`src/rtl/vfd_pkg.sv`:
```
// Shared constants and types for the vertical sync and field detector.
// Assumes two interrupt sources in a fixed bit order.
package vfd_pkg;
    localparam int NUM_IRQ    = 2;
    localparam int IRQ_VS_BIT = 0;
    localparam int IRQ_NV_BIT = 1;

    typedef enum logic {
        FIELD_ODD  = 1'b0,
        FIELD_EVEN = 1'b1
    } field_e;
endpackage

```
`src/rtl/vfd_line_timer.sv`:
```
// Line timer: produces a line-start tick on every horizontal sync and on
// every LINE_CYCLES-cycle window that passes without one; counts missed
// lines and declares no-video after NOVID_LINES of them in a row.
// Assumes hsync_pulse is a single-cycle strobe.
module vfd_line_timer #(
    parameter int LINE_CYCLES = 1716,
    parameter int NOVID_LINES = 16
) (
    input  logic clk,
    input  logic rst_n,
    input  logic hsync_pulse,
    output logic line_tick,
    output logic novid_set,
    output logic no_video
);
    localparam int TMR_W  = $clog2(LINE_CYCLES);
    localparam int MISS_W = $clog2(NOVID_LINES + 1);

    logic [TMR_W-1:0]  tmr_q;
    logic [MISS_W-1:0] miss_q;
    logic              wrap;
    logic              novid_q;

    // A full line window elapsed with no horizontal sync.
    always_comb begin
        wrap      = !hsync_pulse && (tmr_q == TMR_W'(LINE_CYCLES - 1));
        line_tick = hsync_pulse || wrap;
        novid_set = wrap && (miss_q == MISS_W'(NOVID_LINES - 1));
    end

    // Cycle position within the current line window.
    always_ff @(posedge clk) begin
        if (!rst_n || hsync_pulse || wrap) begin
            tmr_q <= '0;
        end else begin
            tmr_q <= tmr_q + 1'b1;
        end
    end

    // Consecutive missed-line count, saturating at NOVID_LINES.
    always_ff @(posedge clk) begin
        if (!rst_n || hsync_pulse) begin
            miss_q <= '0;
        end else if (wrap && (miss_q != MISS_W'(NOVID_LINES))) begin
            miss_q <= miss_q + 1'b1;
        end
    end

    // No-video flag: set on the last missed line, cleared by a sync.
    always_ff @(posedge clk) begin
        if (!rst_n || hsync_pulse) begin
            novid_q <= 1'b0;
        end else if (novid_set) begin
            novid_q <= 1'b1;
        end
    end

    assign no_video = novid_q;
endmodule

```
`src/rtl/vfd_vsync_detect.sv`:
```
// Vertical sync detector: accumulates sync-low samples within a line and
// flags the sample that takes the total above the threshold, together with
// which half of the line it fell in. Assumes the total clears at each
// horizontal sync, which also excludes that sample from the total.
module vfd_vsync_detect #(
    parameter int CNT_W  = 11,
    parameter int HPOS_W = 11
) (
    input  logic              clk,
    input  logic              rst_n,
    input  logic              sync_low,
    input  logic              hsync_pulse,
    input  logic [HPOS_W-1:0] hpos,
    input  logic [CNT_W-1:0]  cfg_thresh,
    input  logic [HPOS_W-1:0] cfg_half,
    input  logic              armed,
    output logic              det,
    output logic              det_even
);
    logic [CNT_W-1:0] low_q;

    // Crossing: this low sample makes the total exceed the threshold.
    always_comb begin
        det      = armed && !hsync_pulse && sync_low && (low_q == cfg_thresh);
        det_even = (hpos >= cfg_half);
    end

    // Saturating sync-low accumulator, cleared per line.
    always_ff @(posedge clk) begin
        if (!rst_n || hsync_pulse) begin
            low_q <= '0;
        end else if (sync_low && (low_q != '1)) begin
            low_q <= low_q + 1'b1;
        end
    end
endmodule

```
`src/rtl/vfd_field_tracker.sv`:
```
// Field tracker: registers the vertical sync pulse and field, counts line
// starts since the last detection, flips the field on its own when a field
// goes by undetected, and declares loss after one or three such fields.
// Also provides the lockout that keeps detection disarmed right after a hit.
module vfd_field_tracker #(
    parameter int FIELD_LINES   = 337,
    parameter int LOCKOUT_LINES = 8
) (
    input  logic clk,
    input  logic rst_n,
    input  logic det,
    input  logic det_even,
    input  logic line_tick,
    input  logic cfg_three,
    output logic vsync,
    output logic field,
    output logic lost_vsync,
    output logic armed
);
    import vfd_pkg::*;

    localparam int LCNT_W = $clog2(FIELD_LINES);

    logic [LCNT_W-1:0] lcnt_q;
    logic [1:0]        miss_q;
    logic [1:0]        miss_inc;
    logic [1:0]        need;
    logic              field_end;
    field_e            field_q;
    logic              vsync_q;
    logic              lost_q;

    // Field boundary with no detection, and the loss requirement.
    always_comb begin
        field_end = line_tick && (lcnt_q == LCNT_W'(FIELD_LINES - 1));
        miss_inc  = (miss_q == 2'd3) ? 2'd3 : miss_q + 2'd1;
        need      = cfg_three ? 2'd3 : 2'd1;
        armed     = (lcnt_q >= LCNT_W'(LOCKOUT_LINES)) || (miss_q != 2'd0);
    end

    // Vertical sync pulse register.
    always_ff @(posedge clk) begin
        if (!rst_n) begin
            vsync_q <= 1'b0;
        end else begin
            vsync_q <= det;
        end
    end

    // Line count, field state, missed-field count and loss flag.
    always_ff @(posedge clk) begin
        if (!rst_n) begin
            lcnt_q  <= LCNT_W'(LOCKOUT_LINES);
            miss_q  <= 2'd0;
            field_q <= FIELD_ODD;
            lost_q  <= 1'b0;
        end else if (det) begin
            lcnt_q  <= '0;
            miss_q  <= 2'd0;
            field_q <= det_even ? FIELD_EVEN : FIELD_ODD;
            lost_q  <= 1'b0;
        end else if (field_end) begin
            lcnt_q  <= '0;
            miss_q  <= miss_inc;
            field_q <= (field_q == FIELD_ODD) ? FIELD_EVEN : FIELD_ODD;
            lost_q  <= lost_q || (miss_inc >= need);
        end else if (line_tick) begin
            lcnt_q  <= lcnt_q + 1'b1;
        end
    end

    assign vsync      = vsync_q;
    assign field      = field_q;
    assign lost_vsync = lost_q;
endmodule

```
`src/rtl/vfd_irq_sticky.sv`:
```
// Sticky interrupt requests: each source sets its request when enabled, and
// a one-cycle acknowledge clears it. A set in the same cycle wins.
module vfd_irq_sticky #(
    parameter int N = 2
) (
    input  logic         clk,
    input  logic         rst_n,
    input  logic [N-1:0] set,
    input  logic [N-1:0] en,
    input  logic [N-1:0] ack,
    output logic [N-1:0] pend
);
    for (genvar g = 0; g < N; g++) begin : g_src
        logic req_q;

        // Per-source request bit.
        always_ff @(posedge clk) begin
            if (!rst_n) begin
                req_q <= 1'b0;
            end else if (set[g] && en[g]) begin
                req_q <= 1'b1;
            end else if (ack[g]) begin
                req_q <= 1'b0;
            end
        end

        assign pend[g] = req_q;
    end
endmodule

```
`src/rtl/vsync_field_det.sv`:
```
// Vertical sync and field detector top. Joins the line timer, the sync-low
// accumulator, the field tracker and the interrupt requests. Assumes a
// digitized sync stream with horizontal sync already found upstream.
module vsync_field_det #(
    parameter int HPOS_W        = 11,
    parameter int CNT_W         = 11,
    parameter int LINE_CYCLES   = 1716,
    parameter int NOVID_LINES   = 16,
    parameter int FIELD_LINES   = 337,
    parameter int LOCKOUT_LINES = 8
) (
    input  logic              clk,
    input  logic              rst_n,
    input  logic              sync_low,
    input  logic              hsync_pulse,
    input  logic [HPOS_W-1:0] hpos,
    input  logic [CNT_W-1:0]  cfg_vs_thresh,
    input  logic [HPOS_W-1:0] cfg_half_line,
    input  logic              cfg_three_fields,
    input  logic [1:0]        cfg_irq_en,
    input  logic [1:0]        irq_ack,
    output logic              vsync,
    output logic              field,
    output logic              lost_vsync,
    output logic              no_video,
    output logic              irq_vsync,
    output logic              irq_novideo
);
    import vfd_pkg::*;

    logic               line_tick;
    logic               novid_set;
    logic               armed;
    logic               det;
    logic               det_even;
    logic [NUM_IRQ-1:0] irq_set;
    logic [NUM_IRQ-1:0] irq_pend;

    vfd_line_timer #(
        .LINE_CYCLES (LINE_CYCLES),
        .NOVID_LINES (NOVID_LINES)
    ) u_timer (
        .clk         (clk),
        .rst_n       (rst_n),
        .hsync_pulse (hsync_pulse),
        .line_tick   (line_tick),
        .novid_set   (novid_set),
        .no_video    (no_video)
    );

    vfd_vsync_detect #(
        .CNT_W  (CNT_W),
        .HPOS_W (HPOS_W)
    ) u_detect (
        .clk         (clk),
        .rst_n       (rst_n),
        .sync_low    (sync_low),
        .hsync_pulse (hsync_pulse),
        .hpos        (hpos),
        .cfg_thresh  (cfg_vs_thresh),
        .cfg_half    (cfg_half_line),
        .armed       (armed),
        .det         (det),
        .det_even    (det_even)
    );

    vfd_field_tracker #(
        .FIELD_LINES   (FIELD_LINES),
        .LOCKOUT_LINES (LOCKOUT_LINES)
    ) u_field (
        .clk        (clk),
        .rst_n      (rst_n),
        .det        (det),
        .det_even   (det_even),
        .line_tick  (line_tick),
        .cfg_three  (cfg_three_fields),
        .vsync      (vsync),
        .field      (field),
        .lost_vsync (lost_vsync),
        .armed      (armed)
    );

    // Interrupt sources in package bit order.
    always_comb begin
        irq_set             = '0;
        irq_set[IRQ_VS_BIT] = det;
        irq_set[IRQ_NV_BIT] = novid_set;
    end

    vfd_irq_sticky #(
        .N (NUM_IRQ)
    ) u_irq (
        .clk   (clk),
        .rst_n (rst_n),
        .set   (irq_set),
        .en    (cfg_irq_en),
        .ack   (irq_ack),
        .pend  (irq_pend)
    );

    assign irq_vsync   = irq_pend[IRQ_VS_BIT];
    assign irq_novideo = irq_pend[IRQ_NV_BIT];
endmodule

```
`config.mk`:
```
export PLATFORM = sky130hd
export DESIGN_NAME = vsync_field_det
export DESIGN_NICKNAME = d
export VERILOG_FILES = /design/src/rtl/vfd_pkg.sv /design/src/rtl/vfd_line_timer.sv /design/src/rtl/vfd_vsync_detect.sv /design/src/rtl/vfd_field_tracker.sv /design/src/rtl/vfd_irq_sticky.sv /design/src/rtl/vsync_field_det.sv
export SDC_FILE = /design/constraint.sdc
export NUM_CORES = 1
export LEC_CHECK = 0
export CAP_MARGIN = 40
export CORE_MARGIN = 2
export CORE_UTILIZATION = 35
export DETAILED_ROUTE_END_ITERATION = 6
export SYNTH_ARGS = -nofsm -noshare
export SYNTH_HDL_FRONTEND = slang
export SYNTH_SLANG_ARGS = --single-unit
```
`constraint.sdc`:
```
create_clock -name clk -period 4.1 [get_ports clk]
set_clock_uncertainty 0.15 [all_clocks]
set_input_delay 0.82 -clock clk [delete_from_list [all_inputs] [get_ports clk]]
set_output_delay 0.82 -clock clk [all_outputs]
set_load 0.03 [all_outputs]
```
* Yosys cells after proc, flatten, opt, wreduce, memory -nomap -nowiden
Cells that the tools add are included.
** Storage, ports and cells
- Register bits after elaboration :: 44
- Input bits :: 42
- Output and inout port bits :: 6
- Logic and storage cells :: 65
** Cells by class
- Add/subtract/negate cells :: 5
- $lt $le $gt $ge :: 3
- Equal/unequal tests :: 7
- Multiplexer cells :: 13
- Bitwise operators :: 1
- Reduce and logical (&&, ||, !) cells :: 24
** Operators by type and width (number)
- adder 11 x 1 -> 11 bit, second input constant :: 2
- two-way mux 4 bit :: 3
- equality test 11 bit :: 1
- equality test 11 bit, second input constant :: 1
- >= comparator 11 bit :: 1
- inequality test 11 bit, second input constant :: 1
- logical AND 1 bit :: 10
- adder 9 x 1 -> 9 bit, second input constant :: 1
- equality test 9 bit, second input constant :: 1
- >= comparator 9 x 4 -> 1 bit, second input constant :: 1
- two-way mux 1 bit :: 8
- nonzero test 2 bit :: 4
- adder 5 x 1 -> 5 bit, second input constant :: 1
- equality test 5 x 4 -> 1 bit, second input constant :: 1
- logical OR 1 bit :: 5
- inequality test 5 bit, second input constant :: 1
- two-way mux 2 bit :: 2
- nonzero test 3 bit :: 1
- OR reduction 3 bit :: 1
- adder 2 x 1 -> 2 bit, second input constant :: 1
- equality test 2 bit, second input constant :: 1
- >= comparator 2 bit :: 1
- zero test 1 bit :: 2
- OR reduction 2 bit :: 1
- inverter 1 bit :: 1

* Logic depth before layout (Yosys ltp)
- Depth in word-level cells :: 7
- Depth in mapped cells :: 7

* Hierarchy
From an unflattened synthesis, not the netlist that was laid out.
** Second synthesis, totals
- Cell total of the unflattened synthesis :: 296
- Area total of the unflattened synthesis :: 2575.0 µm²
** Modules (own cells, without submodules)
- vfd_vsync_detect :: times used 1, cells each 118, area an instance 977.2 µm², seq. area each 220.2 µm²
- vfd_line_timer :: times used 1, cells each 93, area an instance 820.8 µm², seq. area each 340.3 µm²
- vfd_field_tracker :: times used 1, cells each 75, area an instance 679.4 µm², seq. area each 280.3 µm²
- vfd_irq_sticky :: times used 1, cells each 10, area an instance 97.6 µm², seq. area each 40.0 µm²

* Least setup slack after synthesis
OpenSTA, ideal clock, no wires.
- Kind :: input -> register
- Start :: in cfg_vs_thresh[3]
- End :: reg u_field.lcnt_q[0]
- Library setup time :: 115 ps
- Data arrival time :: 1853 ps
- Path slack :: 1983 ps
- Stages :: 6
- Path buffers :: 1
- Path through :: xnor2_1 nand4_1 nor4_2 or3b_1 buf_4 nor2_1
** Between the ends
- Cells in the longest elaborated chain, start to end :: 3
** RTL lines
- start, declared :: line vsync_field_det.sv:17 : input logic [CNT_W-1:0] cfg_vs_thresh,
- equality test 11 bit :: line vfd_vsync_detect.sv:24 : det = armed && !hsync_pulse && sync_low && (low_q == cfg_thresh);
- logical AND 1 bit :: line vfd_vsync_detect.sv:24
- OR reduction 3 bit (no line)
- end signal, assigned :: line vfd_field_tracker.sv:53 : lcnt_q <= LCNT_W'(LOCKOUT_LINES);
- end signal, assigned :: line vfd_field_tracker.sv:68 : lcnt_q <= lcnt_q + 1'b1;
- end, declared :: line vfd_field_tracker.sv:24 : logic [LCNT_W-1:0] lcnt_q;
Every way passes these cells.
A chain may end at the register's enable or synchronous reset.

* Final worst setup path
- Start :: reg u_timer.tmr_q[0]
- End :: reg u_field.lcnt_q[6]
** Between the ends
- Cells in the longest elaborated chain, start to end :: 5
** RTL lines
- start, declared :: line vfd_line_timer.sv:19 : logic [TMR_W-1:0] tmr_q;
- start signal, assigned :: line vfd_line_timer.sv:36 : tmr_q <= tmr_q + 1'b1;
- equality test 11 bit (*) :: line vfd_line_timer.sv:26 : wrap = !hsync_pulse && (tmr_q == TMR_W'(LINE_CYCLES - 1));
- logical AND 1 bit (*) :: line vfd_line_timer.sv:26
- logical OR 1 bit (*) :: line vfd_line_timer.sv:27 : line_tick = hsync_pulse || wrap;
- logical AND 1 bit :: line vfd_field_tracker.sv:35 : field_end = line_tick && (lcnt_q == LCNT_W'(FIELD_LINES - 1));
- OR reduction 3 bit (no line)
Mark *: on every way between the ends. The rest lies on a longest branch, timed or not.

==> key figures <==
Placed design
  – Placement Setup Slack: between 1000 and 1500 ps
  – Post-DP HPWL: approximately 3.8 mm
  – Cell count after placement: a little over 400
  – IO buf count: 47
  – Routability Congestion: between 0.8 and 0.9
  – Cell area reported after detailed placement: 3014 um^2

Layout
  – P&R area growth vs syn: 27.23%
  – Non-filler cells in the finished layout: 420
  – Most common cell after layout, fill and taps aside: clkdlybuf4s50_1
  – Area of all placed cells without fillers: 3110 um^2
  – Post-layout utilization of the core: roughly 46%
  – Commonest cells after routing, fill and taps aside: 47 x clkdlybuf4s50_1, 44 x dfxtp_1, 33 x nor2_1
  – Number of antenna diodes: 0
  – Net count of the finished layout: ~390
  – Share of final-layout standard cells stronger than drive strength 1: between 5 and 6%

Drt
  – Count of TritonRoute iterations in the first routing pass: 6
  – Post-detailed-routing wire length: 4.927 mm
  – Mean routed wirelength per cell: 11.73 um
  – Detailed-route via count: just over 2000
  – DRC violation total after the first TritonRoute iteration: 55
  – Number of antenna-violating nets in the routed design: 0
  – Via density per instance: roughly 4.8
  – Count of unresolved DRC violations after routing: 0

Logic synthesis
  – Yosys synthesis warning count: 0
  – Number of distinct library cell variants in the gate-level netlist after synthesis: 41
  – Net count after synthesis: about 340
  – Synthesis-stage register bit count: 44
  – Synth Area per Inst: roughly 8.9 um^2
  – Netlist area before placement: 2445 um^2
  – Sequential element share of the synthesized area: between 30% and 40%
  – Gate count of the mapped netlist: between 200 and 300

Critical path
  – Critical Path Start Type: flop
  – Worst-path fanout max: 11
  – Type of the worst setup path: reg2reg
  – Worst path arrival time: approximately 2800 ps
  – Required time of the worst setup path: about 4100 ps
  – Category of the worst setup path capture point: flop

Power
  – Maximum VDD drop: between 0.1 and 0.15 mV
  – Portion of total power attributed to combinational logic: between 10% and 20%
  – Leakage dissipation: 1.221 nW
  – Sw Pwr: 0.0001785 W
  – Switching part of the total: a little over a fifth
  – Fraction of power consumed by sequential logic: a little over half
  – Relative contribution of the clock network to total power: between 30% and 40%
  – Design internal power: roughly 0.00064 W
  – Power density over the cells: 262.3 nW/um^2

Floorplanning
  – Die extent in x: 87.58 um
  – Die ar.: roughly 7700 um^2
  – Core region area: 6794 um^2
  – Io pins: 48
  – Initial cell density of the core: between 30% and 40%
  – Chip Height: 87.58 um
  – Row count: 30

Timing
  – Top achievable clock speed: approximately 0.37 GHz
  – Transition time at the pin with the least slew margin: about 740 ps
  – Fin. Hold Viols: 0
  – Headroom to the max-slew limit: about half
  – Final setup vio count: 0
  – Total negative slack for setup checks: 0 ps
  – Worst setup margin: 1361 ps
  – Count of final max-slew check failures: 0
  – Min cycle time layout: between 2000 and 3000 ps
  – Final period utilization: between 60% and 70%
  – Unrepaired setup endpoints after global routing: no

Global routing
  – Global routing usage summed across all routing layers: between 10% and 20%
  – Number of global-route vias before repair: approximately 1900
  – First-pass GRT wire length: 8.342 mm
  – Grt total ovfl: 0
  – Antenna violations before repair: 0
  – Largest net degree at the start of global routing: 16

Outcome
  – Run status: finished clean

Run
  – Max Cap Violations: 0

Clock tree
  – Sinks on the clock net: 44
  – CTS Root Cell: clkbuf_8
  – Resized Gates After CTS: 0
  – Number of H-tree levels: 2
  – Worst-path clk slew: about 70 ps
  – Number of hold buffers added after cts: 0
  – Clock tree from TritonCTS: yes
  – Buffers inserted by post-CTS timing repair: 0
  – Source-to-sink clock delay at the later pin of the worst-skew pair: about 290 ps
  – Num CTS Buffers: 5
  – Clk buf depth: 2

Hold path
  – Type of the worst min-delay path: reg2reg
[registers in the layout, indices dropped and copies added, names as in the netlist]
register            cells
u_field.lcnt_q          9
u_timer.no_video        1
u_timer.tmr_q          11
u_field.lost_vsync      1
u_field.vsync           1
u_timer.miss_q          5
u_field.field           1
u_irq.g_src.req_q       2
u_detect.low_q         11
u_field.miss_q          2
[power groups by stage]
| stage | clock network [W] | logic [W] | registers [W] |
|---|---|---|---|
| 2_1_floorplan | 0 | 0.0000432 | 0.000444 |
| 3_3_place_gp | 0 | 0.0000935 | 0.000445 |
| 3_5_place_dp | 0 | 0.0000945 | 0.000445 |
| 4_1_cts | 0.000302 | 0.0000953 | 0.000435 |
| 5_1_grt | 0.000320 | 0.000105 | 0.000436 |
| 6_report | 0.000288 | 0.0000934 | 0.000435 |
[synth_stat cells (all sizes together)]
cell / instances / share of area, %
dfxtp: 44 / 36
nor2: 33 / 5.1
inv: 22 / 3.4
ha: 19 / 9.7
xor2: 19 / 6.8
xnor2: 17 / 6.1
nand3: 15 / 3.1
nand4: 13 / 3.3
a21oi: 12 / 2.5
nand2: 12 / 1.8
and3: 8 / 2.0
nor2b: 8 / 2.0
o21ai: 5 / 1.0
or3: 5 / 1.5
and4: 4 / 1.4
nand2b: 4 / 1.0
a31oi: 3 / 0.77
and2: 3 / 0.77
buf: 3 / 0.72
o211a: 3 / 1.2
o31ai: 3 / 1.3
a211oi: 2 / 0.61
nand4b: 2 / 0.72
nor3: 2 / 0.61
nor4: 2 / 1.4
a211o: 1 / 0.36
a21o: 1 / 0.31
a32oi: 1 / 0.36
a41oi: 1 / 0.36
clkbuf: 1 / 0.15
nand4bb: 1 / 1.1
nor4b: 1 / 0.97
o2111ai: 1 / 0.36
or2: 1 / 0.26
or3b: 1 / 0.36
or4b: 1 / 0.41
[worst max-delay path, cell delays in order (launching register included)]
cell	delay (ps)
dfxtp_1	370
ha_1	240
nand4b_1	260
o31ai_2	690
nor4b_4	490
or3b_1	340
nor2_1	80
[kinds of logic (layout without fill, tap and decap cells)]
group | count (synthesis) | count (layout) | share of synthesized area (%)
compound gates | 33 | 33 | 9.161
flops | 44 | 44 | 36.03
buf+inv | 26 | 76 | 4.248
simple gates | 116 | 116 | 27.94
fa+ha+maj | 19 | 19 | 9.724
xor+xnor | 36 | 36 | 12.90
[path summary, 6_finish.rpt]
kind | slack, ps | from | cells after the start | endpoint
setup / recovery | 1360 | u_timer.tmr_q[0] | 6 | u_field.lcnt_q[6]
hold / removal | 320 | u_timer.tmr_q[0] | 1 | u_timer.tmr_q[0]
setup reg to reg | 1360 | u_timer.tmr_q[0] | 6 | u_field.lcnt_q[6]
hold reg to reg | 320 | u_timer.tmr_q[0] | 1 | u_timer.tmr_q[0]
[area by class of cell]
cell class	instances	area [um^2]
inverter	22	82.58
clock buffer	7	96.34
multi-input combinational	204	1460
timing repair buffer	47	470.5
fill	678	3684
tap	96	120.1
sequential	44	880.8
[stage by stage]
stage / hold slack (ps) / total power, W
2_1_floorplan: 280.2 / 0.0004871
3_3_place_gp: 300.8 / 0.0005386
3_5_place_dp: 308.2 / 0.0005396
4_1_cts: 327.5 / 0.0008317
5_1_grt: 352.2 / 0.0008611
6_report: 323.8 / 0.0008159
[metal layers]
metal	routed length [um]	track usage (%)	vias to the layer above
met3	313	3.299	6
met1	2382	16.76	912
met2	2153	22.31	50
met5	0	0	-
li1	-	-	1052
met4	78	5.594	0
Note: power is estimated with default switching activity, not from simulation.
